==> src/rtl/dtap_pkg.sv <==
package dtap_pkg;
   typedef enum logic [1:0] {
      FR_NONE  = 2'd0,
      FR_LOAD  = 2'd1,
      FR_FAULT = 2'd2
   } frame_res_e;
endpackage

==> src/rtl/dtap_sync.sv <==
module dtap_sync #(
   parameter int W      = 3,
   parameter int STAGES = 2
) (
   input  logic         clk,
   input  logic         rst,
   input  logic [W-1:0] d_i,
   output logic [W-1:0] q_o
);
   logic [W-1:0] chain [STAGES];

   generate
      for (genvar s = 0; s < STAGES; s++) begin : g_stage
         if (s == 0) begin : g_first
            always_ff @(posedge clk) begin
               if (rst) chain[s] <= '0;
               else     chain[s] <= d_i;
            end
         end else begin : g_next
            always_ff @(posedge clk) begin
               if (rst) chain[s] <= '0;
               else     chain[s] <= chain[s-1];
            end
         end
      end
   endgenerate

   assign q_o = chain[STAGES-1];
endmodule

==> src/rtl/dtap_frame_rx.sv <==
module dtap_frame_rx
   import dtap_pkg::*;
#(
   parameter int WORD_W = 16
) (
   input  logic              clk,
   input  logic              rst,
   input  logic              en_s,
   input  logic              sck_s,
   input  logic              dat_s,
   output logic [WORD_W-1:0] word_o,
   output frame_res_e        res_o
);
   localparam int CNT_MAX = WORD_W + 1;
   localparam int CNT_W   = $clog2(WORD_W + 2);

   logic             en_d, sck_d;
   logic [CNT_W-1:0] bit_cnt;
   logic [WORD_W-1:0] shreg;
   logic             en_rise, en_fall, sck_rise;

   assign en_rise  = en_s & ~en_d;
   assign en_fall  = ~en_s & en_d;
   assign sck_rise = en_s & sck_s & ~sck_d;

   always_ff @(posedge clk) begin
      if (rst) begin
         en_d    <= 1'b0;
         sck_d   <= 1'b0;
         bit_cnt <= '0;
         shreg   <= '0;
      end else begin
         en_d  <= en_s;
         sck_d <= sck_s;
         if (en_rise) begin
            bit_cnt <= '0;
            shreg   <= '0;
         end else if (sck_rise) begin
            shreg <= {dat_s, shreg[WORD_W-1:1]};
            if (bit_cnt != CNT_W'(CNT_MAX))
               bit_cnt <= bit_cnt + 1'b1;
         end
      end
   end

   always_comb begin
      res_o = FR_NONE;
      if (en_fall)
         res_o = (bit_cnt == CNT_W'(WORD_W)) ? FR_LOAD : FR_FAULT;
   end

   assign word_o = shreg;
endmodule

==> src/rtl/dtap_chan_reg.sv <==
module dtap_chan_reg #(
   parameter int POS_W = 6
) (
   input  logic             clk,
   input  logic             rst,
   input  logic             load_i,
   input  logic [POS_W-1:0] pos_i,
   input  logic             mute_i,
   output logic [POS_W-1:0] pos_o,
   output logic             mute_o,
   output logic [POS_W-1:0] eff_o
);
   always_ff @(posedge clk) begin
      if (rst) begin
         pos_o  <= '0;
         mute_o <= 1'b1;
      end else if (load_i) begin
         pos_o  <= pos_i;
         mute_o <= mute_i;
      end
   end

   assign eff_o = mute_o ? '0 : pos_o;
endmodule

==> src/rtl/dual_tap_serial_ctrl.sv <==
module dual_tap_serial_ctrl
   import dtap_pkg::*;
#(
   parameter int NUM_CH      = 2,
   parameter int POS_W       = 6,
   parameter int FIELD_W     = 8,
   parameter int SYNC_STAGES = 2
) (
   input  logic                    clk,
   input  logic                    rst,
   input  logic                    ser_en_i,
   input  logic                    ser_clk_i,
   input  logic                    ser_dat_i,
   output logic [NUM_CH*POS_W-1:0] ch_pos_o,
   output logic [NUM_CH-1:0]       ch_mute_o,
   output logic [NUM_CH*POS_W-1:0] ch_eff_o,
   output logic                    update_o,
   output logic                    err_o
);
   localparam int WORD_W   = NUM_CH * FIELD_W;
   localparam int MUTE_BIT = POS_W;

   generate
      if (FIELD_W < POS_W + 1) begin : g_bad_field
         $error("FIELD_W must hold the position and the mute bit");
      end
      if (SYNC_STAGES < 2) begin : g_bad_sync
         $error("SYNC_STAGES must be at least 2");
      end
      if (NUM_CH < 1) begin : g_bad_ch
         $error("NUM_CH must be at least 1");
      end
   endgenerate

   logic [2:0]        sync_q;
   logic [WORD_W-1:0] word;
   frame_res_e        res;
   logic              load;

   dtap_sync #(.W(3), .STAGES(SYNC_STAGES)) i_sync (
      .clk (clk),
      .rst (rst),
      .d_i ({ser_dat_i, ser_clk_i, ser_en_i}),
      .q_o (sync_q)
   );

   dtap_frame_rx #(.WORD_W(WORD_W)) i_rx (
      .clk    (clk),
      .rst    (rst),
      .en_s   (sync_q[0]),
      .sck_s  (sync_q[1]),
      .dat_s  (sync_q[2]),
      .word_o (word),
      .res_o  (res)
   );

   assign load = (res == FR_LOAD);

   logic [NUM_CH*(FIELD_W-POS_W-1)+1-1:0] spare_unused;

   generate
      for (genvar c = 0; c < NUM_CH; c++) begin : g_ch
         dtap_chan_reg #(.POS_W(POS_W)) i_chan (
            .clk    (clk),
            .rst    (rst),
            .load_i (load),
            .pos_i  (word[c*FIELD_W +: POS_W]),
            .mute_i (word[c*FIELD_W + MUTE_BIT]),
            .pos_o  (ch_pos_o[c*POS_W +: POS_W]),
            .mute_o (ch_mute_o[c]),
            .eff_o  (ch_eff_o[c*POS_W +: POS_W])
         );
         if (FIELD_W > POS_W + 1) begin : g_spare
            assign spare_unused[c*(FIELD_W-POS_W-1) +: (FIELD_W-POS_W-1)] =
               word[c*FIELD_W + POS_W + 1 +: (FIELD_W-POS_W-1)];
         end
      end
   endgenerate

   assign spare_unused[NUM_CH*(FIELD_W-POS_W-1)] = 1'b0;

   always_ff @(posedge clk) begin
      if (rst) begin
         update_o <= 1'b0;
         err_o    <= 1'b0;
      end else begin
         update_o <= load;
         err_o    <= (res == FR_FAULT);
      end
   end
endmodule

==> config.mk <==
export PLATFORM = sky130hd
export DESIGN_NAME = dual_tap_serial_ctrl
export DESIGN_NICKNAME = d
export VERILOG_FILES = /design/src/rtl/dtap_pkg.sv /design/src/rtl/dtap_sync.sv /design/src/rtl/dtap_frame_rx.sv /design/src/rtl/dtap_chan_reg.sv /design/src/rtl/dual_tap_serial_ctrl.sv
export SDC_FILE = /design/constraint.sdc
export NUM_CORES = 1
export LEC_CHECK = 0
export ABC_CLOCK_PERIOD_IN_PS = 1540
export CORE_ASPECT_RATIO = 2
export CORE_MARGIN = 2
export CORE_UTILIZATION = 31
export DETAILED_ROUTE_END_ITERATION = 16
export PLACE_DENSITY = 0.62
export SETUP_SLACK_MARGIN = 0.4
export SYNTH_ARGS = -nofsm -noshare
export SYNTH_HDL_FRONTEND = slang
export SYNTH_SLANG_ARGS = --single-unit
==> constraint.sdc <==
create_clock -name clk -period 1.54 [get_ports clk]
set_input_delay 0.308 -clock clk [delete_from_list [all_inputs] [get_ports clk]]
set_output_delay 0.308 -clock clk [all_outputs]
set_load 0.02 [all_outputs]
==> results.toml <==
[global_routing]
grt_usage_pct = 12.2
grt_remaining_overflow = 0
grt_pass1_wl_mm = 6.31
grt_pass1_vias = 1389
antenna_found_initial = 0
grt_max_degree = 20

[cts]
path_clk_slew_ns = 0.06
clock_latency_ns = 0.28
htree_levels = 2
cts_hold_buf = 0
clock_sinks = 45
cts_root_buffer = "clkbuf_16"
clk_path_buf_depth = 2
tritoncts = "built"
cts_buffers = 5

[drt]
drt-initial-drc-count = 28
wire_per_inst_um = 12.8
vias = 1475
drc_errors = 0
vias_per_cell = 4.76
wl_mm = 3.97
first_pass_iters = 4
ant_nets = 0

[timing]
worstMarginPinSlew_ns = 0.250
slew_headroom_pct = 83.3
fin_crit_ns = 1.44
fin_skew_ns = 0.00399
rsz0062_at_grt = "true"
maxSlewViolCount = 0
hold_viol = 0
setup_viol = 0
fin_crit_sh_pct = 93.4
fmax_ghz = 0.696

[run]
max_cap_violations = 0

[yosys]
ys_async_sr_fraction_pct = 0
synthTopCellsByCount = "nand2_1 (56), dfxtp_1 (45), a21oi_1 (21)"
ys_seq_area_share_pct = 50.8
synth_largest_area_cell = "dfxtp_1"
ys_types = 26
syn_nets = 210
synthDominantCellAreaShare_pct = 50.8
syn_inst = 202
ys.flop_type = "dfxtp_1"
yosysWarnings = 0
synth_area_um2 = 1770
synth_most_common_cell = "nand2_1"
synthTopCellsByArea = "dfxtp_1 (51%), nand2_1 (12%), mux2i_1 (7.9%), nor2b_1 (6.7%), a21oi_1 (5.9%)"
ys_ff_latch = 45
synthesis.area_per_instance_um2 = 8.78
synth-edff-count = 0

[die]
die_h_um = 111
die_area_um2 = 6380
die_x_um = 57.5
ios = 33
rows = 39
start_util_pct = 31.6
core_um2 = 5610

[critical_path]
crit_path_start_kind = "flop"
r2r_cells = 6
r2r-end = "g_ch[0].i_chan.pos_o[1]"
cp.required_ns = 1.75
crit_type = "reg2reg"
crit_path_end_kind = "flop"
cp-startpoint = "i_rx.bit_cnt[0]"
r2r_slack_ns = 0.10
r2r_start = "i_rx.bit_cnt[0]"
crit_fanout = 8
arrival_ns = 1.64

[power_and_ir_drop]
finalPower_mw = 2.28
p_per_area_nw_per_um2 = 862
ir_worst_vdd_mv = 0.874
power.leakage_nw = 0.930

[place]
dpl.hpwl_mm = 2.33
post_dp_cell_area_um2 = 2200
finalWeightedCongestion = 0.704
port-buffer-count = 32

[status]
status = "completed"

[layout]
layout-drive-gt1-share_pct = 46.6
layout.nets = 256
n_fill_cell = 521
antenna-diode-count = 0
syn_to_final_growth_pct = 49.0
final_area_um2 = 2640

[worst_hold_path]
hp-start = "i_sync.chain[1][0]"
min_path_type = "reg2reg"
whs_endpoint = "err_o"
hold_depth = 1
## logic make-up after synthesis
logic type	count (synthesis)	synth area share (%)
muxes	14	7.90
adders and majority gates	3	2.12
buffers and inverters	19	5.92
AOI/OAI and AO/OA	27	7.62
DFF	45	50.8
and+or+nand+nor	94	25.7
## worst max path at each step
| stage | slack [ns] | end | depth (start not counted) |
|---|---|---|---|
| 5_1_grt | -0.0002 | g_ch[1].i_chan.pos_o[0] | 6 |
| 4_1_cts | 0.12 | g_ch[0].i_chan.pos_o[1] | 6 |
| 6_report | 0.10 | g_ch[0].i_chan.pos_o[1] | 6 |
| 3_5_place_dp | 0.09 | ch_eff_o[7] | 2 |
| 2_1_floorplan | 0.18 | g_ch[0].i_chan.mute_o | 7 |
| 3_3_place_gp | 0.10 | ch_mute_o[1] | 1 |
## sequential cells by signal, indices dropped and copies added (netlist names)
name,cells
g_ch.i_chan.pos_o,12
update_o,1
g_ch.i_chan.mute_o,2
i_rx.word_o,16
i_rx.sck_d,1
err_o,1
i_rx.bit_cnt,5
i_sync.chain,6
i_rx.en_d,1
## cells in the final DEF (no fill, tap or decap), drive strengths merged, types with 5 or more instances in the layout
cell,n
clkbuf,6
inv,6
dfxtp,45
nor2,5
a21oi,21
o21ai,6
nor2b,19
mux2i,14
buf,47
nand2,56
## through the flow
step / instances / setup WS [ns] / utilization, % / setup TNS, ns / hold WS, ns
finish: 310 / 0.102 / 47.1 / 0 / 0.439
detailed placement: 290 / 0.0876 / 39.2 / 0 / 0.429
global route: 310 / -0.000236 / 47.1 / -0.000236 / 0.455
CTS: 303 / 0.125 / 41.4 / 0 / 0.442
floorplan: 202 / 0.184 / - / 0 / 0.380
global placement: 290 / 0.102 / 39.2 / 0 / 0.421
## critical path, cell delays in order (launching register included)
cell and delay, ns:
dfxtp_4 0.36, inv_4 0.06, ha_4 0.12, nor4bb_4 0.21, and3_4 0.28, buf_12 0.14, mux2i_1 0.19
## report_power, final
group,internal [mW],switching (mW)
sequential,1.17,0.00401
combinational,0.0367,0.0483
clock,0.594,0.428
## metal layers
| layer | routed length (um) | share of wire (%) | GRT usage (%) | up-vias |
|---|---|---|---|---|
| met3 | 187 | 4.7 | 2.80 | 4 |
| met1 | 1680 | 42 | 15.4 | 695 |
| met5 | 0 | 0 | 0 | - |
| met4 | 27 | 0.68 | 4.19 | 0 |
| met2 | 2070 | 52 | 20.1 | 32 |
| li1 | - | - | - | 744 |
## final cells by class
type / count / area, um^2 / share of cell area, %
inverter: 6 / 25.0 / 0.947
sequential: 45 / 925 / 35.0
clock inverter: 3 / 17.5 / 0.663
clock buffer: 5 / 125 / 4.73
multi-input combinational: 138 / 982 / 37.2
timing repair buffer: 52 / 493 / 18.6
tap: 61 / 76.3 / 2.89
## repair_timing
item / CTS / global route
gates cloned: 1 / 1
pin swaps: 3 / 18
setup endpoints to repair: 48 / 52
gates resized for setup: 135 / 76
setup buffers: 4 / 6
Note: power is estimated with default switching activity, not from simulation.
